### src/rtl/sar_bus_pkg.sv
package sar_bus_pkg;

  // Synchronized view of the five host control lines.
  typedef struct packed {
    logic ce;     // enable, active high
    logic cs_n;   // select, active low
    logic rc;     // 1 = read, 0 = convert
    logic a0;     // byte address / length
    logic word;   // 1 = whole word read
  } ctl_t;

  localparam int CTL_W = $bits(ctl_t);

endpackage

### src/rtl/sbc_sync.sv
module sbc_sync #(
  parameter int W      = 5,
  parameter int STAGES = 2
) (
  input  logic         clk,
  input  logic         rst_n,
  input  logic [W-1:0] d,
  output logic [W-1:0] q
);

  for (genvar s = 0; s < STAGES; s++) begin : g_stage
    logic [W-1:0] q_r;
    logic [W-1:0] q_d;

    if (s == 0) begin : g_first
      always_comb q_d = d;
    end else begin : g_next
      always_comb q_d = g_stage[s-1].q_r;
    end

    always_ff @(posedge clk or negedge rst_n) begin
      if (!rst_n) q_r <= '0;
      else        q_r <= q_d;
    end
  end

  assign q = g_stage[STAGES-1].q_r;

endmodule

### src/rtl/sbc_trigger.sv
module sbc_trigger #(
  parameter int SYNC_STAGES = 2
) (
  input  logic clk,
  input  logic rst_n,
  input  logic ce,
  input  logic cs_n,
  input  logic rc,
  output logic start_evt
);

  // Events stay masked until the synchronizer holds real samples.
  localparam int WARM = SYNC_STAGES + 1;
  localparam int CW   = $clog2(WARM + 1);
  localparam logic [CW-1:0] WARM_V = CW'(WARM);

  logic          cond;
  logic          prev_q, prev_d;
  logic [CW-1:0] cnt_q, cnt_d;
  logic          armed;

  always_comb begin
    cond   = ce & ~cs_n & ~rc;
    armed  = (cnt_q == WARM_V);
    prev_d = cond;
    cnt_d  = armed ? cnt_q : cnt_q + 1'b1;
    // The combined condition rises once, on whichever input is last.
    start_evt = armed & cond & ~prev_q;
  end

  always_ff @(posedge clk or negedge rst_n) begin
    if (!rst_n) begin
      prev_q <= 1'b0;
      cnt_q  <= '0;
    end else begin
      prev_q <= prev_d;
      cnt_q  <= cnt_d;
    end
  end

endmodule

### src/rtl/sbc_conv_fsm.sv
module sbc_conv_fsm #(
  parameter int DW = 12,
  parameter int BW = 8
) (
  input  logic          clk,
  input  logic          rst_n,
  input  logic          start_evt,
  input  logic          a0_live,
  input  logic          sar_done,
  input  logic [DW-1:0] sar_result,
  output logic          busy,
  output logic          conv_start,
  output logic          conv_short,
  output logic          have_data,
  output logic [DW-1:0] result
);

  localparam int LW = DW - BW;
  localparam logic [LW-1:0] MARK = {1'b1, {(LW-1){1'b0}}};

  logic          busy_q, busy_d;
  logic          start_q, start_d;
  logic          a0_q, a0_d;
  logic          have_q, have_d;
  logic [DW-1:0] res_q, res_d;
  logic          res_en;

  always_comb begin
    busy_d  = busy_q;
    start_d = 1'b0;
    a0_d    = a0_q;
    have_d  = have_q;
    res_en  = 1'b0;
    res_d   = res_q;

    // Any start edge re-captures the length, running or not.
    if (start_evt) a0_d = a0_live;

    if (start_evt && !busy_q) begin
      busy_d  = 1'b1;
      start_d = 1'b1;
    end

    // Completion wins over a coincident start: it uses the old length.
    if (busy_q && sar_done) begin
      busy_d = 1'b0;
      have_d = 1'b1;
      res_en = 1'b1;
      res_d  = a0_q ? {sar_result[DW-1:LW], MARK} : sar_result;
    end
  end

  always_ff @(posedge clk or negedge rst_n) begin
    if (!rst_n) begin
      busy_q  <= 1'b0;
      start_q <= 1'b0;
      a0_q    <= 1'b0;
      have_q  <= 1'b0;
    end else begin
      busy_q  <= busy_d;
      start_q <= start_d;
      a0_q    <= a0_d;
      have_q  <= have_d;
    end
  end

  always_ff @(posedge clk or negedge rst_n) begin
    if (!rst_n)      res_q <= '0;
    else if (res_en) res_q <= res_d;
  end

  assign busy       = busy_q;
  assign conv_start = start_q;
  assign conv_short = a0_q;
  assign have_data  = have_q;
  assign result     = res_q;

endmodule

### src/rtl/sbc_readout.sv
module sbc_readout
  import sar_bus_pkg::*;
#(
  parameter int DW = 12,
  parameter int BW = 8
) (
  input  logic          clk,
  input  logic          rst_n,
  input  ctl_t          ctl,
  input  logic          busy,
  input  logic          have_data,
  input  logic [DW-1:0] result,
  output logic [DW-1:0] dbus,
  output logic [DW-1:0] dbus_oe
);

  localparam int LW = DW - BW;
  localparam logic [DW-1:0] BYTE_OE = {{BW{1'b1}}, {LW{1'b0}}};

  logic          rd_en;
  logic [DW-1:0] dat_q, dat_d;
  logic [DW-1:0] oe_q, oe_d;

  always_comb begin
    rd_en = ctl.rc & ctl.ce & ~ctl.cs_n & ~busy & have_data;
    dat_d = '0;
    oe_d  = '0;
    if (rd_en) begin
      if (ctl.word) begin
        oe_d  = '1;
        dat_d = result;
      end else if (ctl.a0) begin
        oe_d  = BYTE_OE;
        dat_d = {result[LW-1:0], {(DW-LW){1'b0}}};
      end else begin
        oe_d  = BYTE_OE;
        dat_d = {result[DW-1:LW], {LW{1'b0}}};
      end
    end
  end

  always_ff @(posedge clk or negedge rst_n) begin
    if (!rst_n) begin
      dat_q <= '0;
      oe_q  <= '0;
    end else begin
      dat_q <= dat_d;
      oe_q  <= oe_d;
    end
  end

  assign dbus    = dat_q;
  assign dbus_oe = oe_q;

endmodule

### src/rtl/sar_bus_ctrl.sv
module sar_bus_ctrl
  import sar_bus_pkg::*;
#(
  parameter int DATA_W      = 12,
  parameter int BYTE_W      = 8,
  parameter int SYNC_STAGES = 2
) (
  input  logic              clk,
  input  logic              rst_n,
  input  logic              ce_in,
  input  logic              cs_n_in,
  input  logic              rc_in,
  input  logic              a0_in,
  input  logic              word_in,
  input  logic              sar_done,
  input  logic [DATA_W-1:0] sar_result,
  output logic              conv_start,
  output logic              conv_short,
  output logic              busy,
  output logic [DATA_W-1:0] dbus,
  output logic [DATA_W-1:0] dbus_oe
);

  ctl_t              ctl_raw;
  ctl_t              ctl_s;
  logic [CTL_W-1:0]  ctl_vec;
  logic              start_evt;
  logic              have_data;
  logic [DATA_W-1:0] result;

  always_comb begin
    ctl_raw.ce   = ce_in;
    ctl_raw.cs_n = cs_n_in;
    ctl_raw.rc   = rc_in;
    ctl_raw.a0   = a0_in;
    ctl_raw.word = word_in;
  end

  sbc_sync #(.W(CTL_W), .STAGES(SYNC_STAGES)) u_sync (
    .clk   (clk),
    .rst_n (rst_n),
    .d     (ctl_raw),
    .q     (ctl_vec)
  );

  assign ctl_s = ctl_t'(ctl_vec);

  sbc_trigger #(.SYNC_STAGES(SYNC_STAGES)) u_trig (
    .clk       (clk),
    .rst_n     (rst_n),
    .ce        (ctl_s.ce),
    .cs_n      (ctl_s.cs_n),
    .rc        (ctl_s.rc),
    .start_evt (start_evt)
  );

  sbc_conv_fsm #(.DW(DATA_W), .BW(BYTE_W)) u_fsm (
    .clk        (clk),
    .rst_n      (rst_n),
    .start_evt  (start_evt),
    .a0_live    (ctl_s.a0),
    .sar_done   (sar_done),
    .sar_result (sar_result),
    .busy       (busy),
    .conv_start (conv_start),
    .conv_short (conv_short),
    .have_data  (have_data),
    .result     (result)
  );

  sbc_readout #(.DW(DATA_W), .BW(BYTE_W)) u_rd (
    .clk       (clk),
    .rst_n     (rst_n),
    .ctl       (ctl_s),
    .busy      (busy),
    .have_data (have_data),
    .result    (result),
    .dbus      (dbus),
    .dbus_oe   (dbus_oe)
  );

endmodule

### config.mk
export PLATFORM = sky130hd
export DESIGN_NAME = sar_bus_ctrl
export DESIGN_NICKNAME = d
export VERILOG_FILES = /design/src/rtl/sar_bus_pkg.sv /design/src/rtl/sbc_sync.sv /design/src/rtl/sbc_trigger.sv /design/src/rtl/sbc_conv_fsm.sv /design/src/rtl/sbc_readout.sv /design/src/rtl/sar_bus_ctrl.sv
export SDC_FILE = /design/constraint.sdc
export NUM_CORES = 1
export LEC_CHECK = 0
export ABC_AREA = 1
export ABC_CLOCK_PERIOD_IN_PS = 1300
export BUFFER_PORTS_ARGS = -buffer_cell sky130_fd_sc_hd__buf_2
export CAP_MARGIN = 10
export CORE_UTILIZATION = 35
export CTS_BUF_LIST = sky130_fd_sc_hd__clkbuf_4
export DETAILED_ROUTE_END_ITERATION = 6
export GPL_TIMING_DRIVEN = 0
export SETUP_SLACK_MARGIN = 0.1
export SLEW_MARGIN = 20
export SYNTH_ARGS = -nofsm -noshare
export SYNTH_HDL_FRONTEND = slang
export SYNTH_SLANG_ARGS = --single-unit
### constraint.sdc
create_clock -name clk -period 1.3 [get_ports clk]
set_input_delay 0 -clock clk [delete_from_list [all_inputs] [get_ports clk]]
set_output_delay 0 -clock clk [all_outputs]
set_load 0.05 [all_outputs]
== Word-level counts from Yosys, hierarchy flattened ==
Index checks and enable logic that the tools add are counted.

* Shifts and indexed selects: 0
* Add/subtract/negate cells: 1
* Bitwise logic cells: 12
* Equal/unequal tests: 1
* Multiplexer cells: 10
* Divide/modulo/power cells: 0
* Reduce and logical (&&, ||, !) cells: 5
* $lt $le $gt $ge: 0
* $mul: 0

{| class="wikitable"
|+ Operator list
! cell !! number
|-
| 12-bit two-way mux || 4
|-
| 1-bit bitwise AND || 8
|-
| 4-bit two-way mux || 2
|-
| 1-bit two-way mux || 4
|-
| 1-bit inverter || 4
|-
| 2-bit by 1-bit adder with 2-bit output, second input constant || 1
|-
| 2-bit equality test, second input constant || 1
|-
| 1-bit logical AND || 2
|-
| 2-bit AND reduction || 1
|-
| 2-bit nonzero test || 1
|-
| 1-bit zero test || 1
|}

* Bits in latches: 0
* Word-level logic and storage cells: 40
* Bits in registers: 53
* ROM bits: 0
* RAM bits: 0
* Memories: 0
* Output and inout port bits: 27
* Bits of input ports: 20

== Longest topological paths before layout ==
Gate-level depths: netlist of run 1.

* Word-level depth: 8
* Mapped depth: 7
* Depth with buffers taken out: 6

== Cells and area by module ==
A second synthesis of run 1 with hierarchy kept.

* Cells, all modules: 167
* Area, all modules: 1,650.3 um^2

{| class="wikitable"
|+ Modules (own cells, without submodules)
! module !! times used !! sequential area each (um^2) !! cells each !! area an instance (um^2)
|-
| sbc_readout || 1 || 350.3 || 71 || 639.4
|-
| sbc_conv_fsm || 1 || 400.4 || 71 || 624.3
|-
| sbc_sync || 1 || 250.2 || 10 || 250.2
|-
| sbc_trigger || 1 || 75.1 || 15 || 136.4
|}

== Least setup slack after synthesis of run 1 ==
No wires, ideal clock.

* Path type: register to register
* From: register u_fsm.busy_q (netlist: u_fsm.busy)
* To: register u_fsm.res_q[0] (netlist: u_fsm.result[0])
* Slack: 0.024 ns
* Buffers on the path: 1
* Cell stages (with the launch flop): 5
* Data required time: 1.179 ns
* Arrival: 1.155 ns
* Setup time: 0.121 ns
* Period minus slack after synthesis: 1.276 ns
* Path through: dfrtp_1 -> nand2_2 -> inv_2 -> buf_6 -> o21ai_1

* Word-level cells in the longest chain between the ends: 3

{| class="wikitable"
|+ Ends and longest elaborated chain
! what !! line !! source
|-
| start: declaration || sbc_conv_fsm.sv:21 || <nowiki>logic busy_q, busy_d;</nowiki>
|-
| start signal: assignment || sbc_conv_fsm.sv:60 || <nowiki>busy_q <= busy_d;</nowiki>
|-
| 1-bit logical AND (*) || sbc_conv_fsm.sv:45 || <nowiki>if (busy_q && sar_done) begin</nowiki>
|-
| 1-bit two-way mux || sbc_conv_fsm.sv:45 ||
|-
| 2-bit AND reduction (no line) (*) || -- ||
|-
| end signal: assignment || sbc_conv_fsm.sv:69 || <nowiki>else if (res_en) res_q <= res_d;</nowiki>
|-
| end: declaration || sbc_conv_fsm.sv:25 || <nowiki>logic [DW-1:0] res_q, res_d;</nowiki>
|}

Mark *: on every way between the ends. The rest lies on a longest branch, timed or not.
A chain may end at the register's enable or synchronous reset.

==> out/metrics.csv, run 1 <==
stage,metric,value,unit
run_status,outcome,"finished, final reports clean",
global_routing,grt_usage,12.6,%
critical_path,critical_path.top_delay_family,flip-flops,
clock_network,clockBufferDepth,2,
placed_design,gp_congestion,0.807,
critical_path,endpoint_kind,primary output,
routing,drt-pass1-iter-count,4,
clock_network,h-tree-depth,2,
yosys,synth.avg_cell_area,10.5,um^2
cells_and_area,diodes,0,
yosys,synth_area,0.00160,mm^2
critical_path,reg2reg_depth,3,
min_path,hold_depth,2,
critical_path,crit_required,1.30,ns
timing,worst_pin_slew,0.904,ns
placed_design,dp_hpwl,1860,um
routing,drt-wirelength-per-cell,9.85,um
routing,via_per_inst,4.03,
floorplanning,num_io_pins,47,
global_routing,gr-usage-met3,4.07,%
global_routing,grt.busiest_layer,met2,
timing,finalHoldViolCount,0,
min_path,hold_end,u_sync.g_stage[0].q_r[1],
floorplanning,start_util,36.5,%
job,maxCapViolCount,0,
clock_network,clk_latency,0.34,ns
global_routing,grt_overflow_total,0,
timing,fin_worst_skew,0.0116,ns
global_routing,grt_first_pass_wirelength,4620,um
global_routing,grt_use_met2,19.8,%
timing,period_needed,1.14,ns
timing,finalMaxSlewViolations,0,
yosys,synth_fp_nets,173,
routing,drtIter0Drc,56,
critical_path,critPathMaxStageDelay,0.46,ns
critical_path,path_buf_inv,2,
critical_path,crit_slowest_cell,dfrtp_2,
cells_and_area,nNetsFinal,245,
routing,drcViolationCount,0,
clock_network,numCtsBuffers,5,
clock_network,cts_tree,done,
yosys,ys_types,17,
floorplanning,die-width,69.6,um
placed_design,port-buffer-count,46,
global_routing,first_global_vias,1017,
timing,period_share,87.9,%
critical_path,crit_type,flop to primary output,
yosys,ys_warn_count,0,
critical_path,r2r_setup_slack,0.18,ns
critical_path,arrival,1.14,ns
floorplanning,die-area,0.00485,mm^2
routing,wl,2730,um
global_routing,use_met1,15.2,%
clock_network,clkTransAtPathRegs,0.11,ns
placed_design,postPlaceCellArea,0.00190,mm^2
floorplanning,core-area,0.00438,mm^2
critical_path,crit_path_start_kind,flop,
yosys,synth_cells,152,
clock_network,cts_sinks,43,
routing,antenna_left,0,
critical_path,timing.rr.end,u_fsm.have_data,
floorplanning,die_h,69.6,um
clock_network,clockRootBuffer,clkbuf_4,
timing,rsz0062_at_grt,yes,
critical_path,crit_start,u_rd.dbus_oe[10],
pwr,peakVddDrop,0.678,mV
min_path,hp-start,a0_in,
critical_path,critPathMaxFanout,8,
min_path,hp-class,primary input to flop,
pwr,p_leak,1.24,nW
critical_path,crit_chain,buf_4 -> clkbuf_4,
cells_and_area,area_growth,35.3,%
timing,setup_viol,0,
cells_and_area,design_area,0.00217,mm^2
cells_and_area,drive_gt1_share,35.6,%
yosys,synth_seq_cells,43,
global_routing,antenna_found_initial,0,
timing,fin_tns_setup,0,ns
floorplanning,rows,24,
cells_and_area,fillers,422,
yosys,synth-seq-area-share,67.2,%
critical_path,timing.rr.start,u_fsm.busy,
routing,vias,1116,
global_routing,grt_max_degree,44,
pwr,power_density,1240,mW/mm^2
timing,fmax,875,MHz
timing,relSlewSlack,39.7,%
## flip-flops by register name, summed over array words and instances (netlist names)
register            count
u_rd.dbus              12
u_sync.g_stage.q_r      5
u_fsm.result           12
u_sync.q                5
u_fsm.busy              1
u_fsm.conv_short        1
u_trig.prev_q           1
u_trig.cnt_q            2
u_fsm.have_data         1
u_rd.dbus_oe            2
u_fsm.conv_start        1
## cell type report
| cell class | count | area [um^2] | share of cell area, % |
|---|---|---|---|
| multi-input cells | 78 | 359 | 16.6 |
| repair buffers | 65 | 438 | 20.2 |
| flip-flops and latches | 43 | 1080 | 49.8 |
| inverters | 19 | 71.3 | 3.29 |
| clock buffers | 7 | 52.6 | 2.42 |
| clock inverters | 1 | 5.00 | 0.231 |
| plain buffers | 12 | 97.6 | 4.50 |
| well taps | 52 | 65.1 | 3.00 |
## where the power goes
part,internal [W],switching [W]
clock,0.000253,0.000390
combinational,0.000189,0.000318
sequential,0.00148,0.0000671
total,0.00192,0.000775
## cells in the mapped netlist (all sizes together)
| cell type | n | area (um^2) |
|---|---|---|
| buf | 12 | 97.6 |
| dfrtp | 43 | 1080 |
| ha | 1 | 12.5 |
| inv | 19 | 71.3 |
| nand2 | 46 | 185 |
| nand3 | 7 | 40.0 |
| nor2 | 12 | 52.6 |
| o21ai | 9 | 45.0 |
| or2 | 2 | 12.5 |
| xnor2 | 1 | 8.76 |
## routing by layer
| layer | wire length, um | up-vias |
|---|---|---|
| met4 | 71 | 0 |
| met5 | 0 | - |
| met1 | 1230 | 489 |
| li1 | - | 589 |
| met2 | 1270 | 33 |
| met3 | 158 | 5 |
## worst register-to-register path: stages (launching register included)
cell,delay [ns]
dfrtp_2,0.44
nand2_2,0.18
inv_2,0.11
or2_2,0.28
## logic make-up (layout without fill, tap and decap cells)
group | after synthesis | in the layout | share of synthesized area [%]
and+or+nand+nor | 67 | 67 | 18.1
DFF | 43 | 43 | 67.2
xor gates and xnor gates | 1 | 1 | 0.547
AOI/OAI and AO/OA | 9 | 9 | 2.81
buffers and inverters | 31 | 104 | 10.5
adders and majority gates | 1 | 1 | 0.781
## how the worst max path moves through the flow
stage | end | slack (ns) | cells past startpoint
floorplan | u_fsm.have_data | 0.14 | 3
global placement | u_fsm.conv_short | 0.18 | 6
global route | dbus_oe[5] | 0.07 | 2
CTS | dbus_oe[5] | 0.14 | 2
detailed placement | u_fsm.conv_short | 0.16 | 6
finish | dbus_oe[5] | 0.16 | 2
## cells in the final DEF, fill, tap and decap left out
| cell | n |
|---|---|
| ha_1 | 1 |
| nand2_4 | 1 |
| inv_2 | 4 |
| nand3_2 | 1 |
| dlygate4sd3_1 | 19 |
| buf_4 | 16 |
| or2_2 | 2 |
| nor2_1 | 10 |
| nand2_2 | 2 |
| nand2_1 | 43 |
| o21ai_1 | 2 |
| o21ai_0 | 7 |
| dfrtp_2 | 2 |
| nor2_4 | 1 |
| buf_2 | 39 |
| buf_6 | 2 |
| clkbuf_4 | 8 |
| clkinv_2 | 1 |
| inv_1 | 15 |
| xnor2_1 | 1 |
| nand3_1 | 6 |
| dfrtp_1 | 41 |
| nor2_2 | 1 |
## stage by stage
step,hold WS (ns),setup slack [ns],std cells,total power (W),utilization (%)
3_3_place_gp,0.108,0.182,250,0.00203,43.3
5_1_grt,0.270,0.0723,277,0.00286,49.4
3_5_place_dp,0.110,0.156,250,0.00203,43.3
2_1_floorplan,-0.296,0.143,152,0.00189,-
6_report,0.296,0.157,277,0.00270,49.4
4_1_cts,0.283,0.139,277,0.00272,49.0
## timing repair
action / CTS / global route
cloned: 0 / 0
hold buffers: 19 / 0
endpoints found under the setup margin: 7 / 9
endpoints found under the hold margin: 61 / 0
gates resized for setup: 1 / 14
setup buffers: 0 / 0
(Power assumes the default switching activity.)
==> run 2: changes to the inputs <==
--- a/config.mk
+++ b/config.mk
@@ -13,6 +13,7 @@
 export CTS_BUF_LIST = sky130_fd_sc_hd__clkbuf_4
 export DETAILED_ROUTE_END_ITERATION = 6
 export GPL_TIMING_DRIVEN = 0
+export MAX_ROUTING_LAYER = met4
 export SETUP_SLACK_MARGIN = 0.1
 export SLEW_MARGIN = 20
 export SYNTH_ARGS = -nofsm -noshare
==> run 2 against run 1 <==
Net effect: sequential share of layout area unchanged; flip-flop and latch count unchanged; core utilization unchanged; via count unchanged; clock skew about the same; sequential power about the same; clock power about the same; largest cell class unchanged.
==> out/metrics.csv, run 2 (synthesized netlist as in run 1, its figures left out) <==
stage,metric,value,unit
timing,finalHoldViolCount,0,
placed_design,gp_congestion,0.818,
critical_path,crit_slowest_cell,dfrtp_2,
min_path,hp-class,primary input to flop,
global_routing,grt_first_pass_wirelength,4630,um
cells_and_area,layout_commonest_cell,nand2_1,
critical_path,crit_required,1.30,ns
critical_path,path_buf_inv,2,
pwr,p_leak,1.24,nW
placed_design,placedCellCount,250,
critical_path,r2r_setup_slack,0.18,ns
critical_path,critPathMaxStageDelay,0.46,ns
routing,wl_met2,1270,um
routing,met1Wirelength,1230,um
cells_and_area,fin_cells,277,
timing,period_needed,1.14,ns
clock_network,clockRootBuffer,clkbuf_4,
timing,relSlewSlack,39.7,%
cells_and_area,fillers,422,
cells_and_area,diodes,0,
placed_design,port-buffer-count,46,
timing,setup_viol,0,
floorplanning,start_util,36.5,%
critical_path,arrival,1.14,ns
pwr,p_total,0.00270,W
timing,finalMaxSlewViolations,0,
timing,fin_tns_setup,0,ns
routing,drtIter0Drc,66,
critical_path,crit_path_start_kind,flop,
critical_path,endpoint_kind,primary output,
run_status,outcome,"finished, final reports clean",
routing,drcViolationCount,0,
floorplanning,die_h,69.6,um
routing,vias,1116,
clock_network,clkTransAtPathRegs,0.11,ns
clock_network,cts_setup_buffers,0,
routing,top_layer,met4,
cells_and_area,nNetsFinal,245,
critical_path,crit_chain,buf_4 -> clkbuf_4,
floorplanning,rows,24,
critical_path,critical_path.top_delay_family,flip-flops,
routing,drt-wirelength-per-cell,9.85,um
clock_network,h-tree-depth,2,
floorplanning,die-width,69.6,um
clock_network,clk_latency,0.34,ns
routing,antenna_left,0,
timing,fmax,875,MHz
clock_network,clockBufferDepth,2,
job,maxCapViolCount,0,
timing,period_share,87.9,%
placed_design,dp_hpwl,1860,um
global_routing,grt_overflow_total,0,
pwr,peakVddDrop,0.678,mV
cells_and_area,area_growth,35.3,%
global_routing,grt_max_degree,44,
clock_network,cts_sinks,43,
critical_path,critPathMaxFanout,8,
pwr,power_density,1240,mW/mm^2
routing,routed-wl-met3,158,um
global_routing,grt_usage,13.0,%
routing,drt-pass1-iter-count,4,
floorplanning,num_io_pins,47,
timing,rsz0062_at_grt,yes,
routing,via_per_inst,4.03,
global_routing,antenna_found_initial,0,
clock_network,cts_tree,done,
global_routing,first_global_vias,1017,
timing,worst_pin_slew,0.904,ns
routing,wl,2730,um
cells_and_area,drive_gt1_share,35.6,%
timing,fin_hold_ws,0.296,ns
clock_network,numCtsBuffers,5,
timing,fin_worst_skew,0.0116,ns
floorplanning,die-area,0.00485,mm^2
cells_and_area,final_cell_mix,"nand2_1, dfrtp_1, buf_2",
critical_path,crit_type,flop to primary output,
floorplanning,core-area,0.00438,mm^2
==> run 2: path summary, 6_finish.rpt <==
| path | startpoint | to | depth (start not counted) |
|---|---|---|---|
| hold reg to reg | u_sync.g_stage[0].q_r[0] | u_sync.q[0] | 0 |
| min in group asynchronous | rst_n | u_fsm.conv_start | 2 |
| setup / recovery | u_rd.dbus_oe[10] | dbus_oe[5] | 2 |
| hold / removal | a0_in | u_sync.g_stage[0].q_r[1] | 2 |
| max in group asynchronous | rst_n | u_rd.dbus_oe[10] | 2 |
| setup reg to reg | u_fsm.busy | u_fsm.have_data | 3 |
==> run 2: layer usage <==
layer,vias up,track usage (%)
met1,489,15.2
met5,-,-
met2,33,19.8
li1,589,-
met4,0,7.33
met3,5,4.07
==> run 2: power breakdown <==
part,internal (W),total (W),switching (W)
Sequential,0.00148,0.00155,0.0000671
Combinational,0.000189,0.000507,0.000318
Clock,0.000253,0.000643,0.000390
==> run 2: worst register-to-register path, delay by kind of cell (launching register included) <==
family / cells / cell delay (ns)
buffers and inverters: 1 / 0.11
AND/OR/NAND/NOR: 2 / 0.46
flip-flops: 1 / 0.44
==> run 2: stage by stage <==
stage                     worst slack (ns)  utilization, %  cell area [um^2]
after floorplan                      0.143               -              1600
final                                0.157            49.4              2170
after global placement               0.182            43.3              1900
after CTS                            0.139            49.0              2150
after global routing                0.0723            49.4              2170
after detailed placement             0.156            43.3              1900
==> run 2: final cells by class <==
type	instances	area, um^2	share of cell area [%]
Sequential cell	43	1080	49.8
Clock buffer	7	52.6	2.42
Timing Repair Buffer	65	438	20.2
Multi-Input combinational cell	78	359	16.6
Tap cell	52	65.1	3.00
Clock inverter	1	5.00	0.231
Buffer	12	97.6	4.50
Inverter	19	71.3	3.29
==> run 2: timing repair <==
item	in CTS	in global routing
endpoints found under the setup margin	7	9
hold endpoints to repair	61	0
hold buffers	19	0
gates resized for setup	1	14
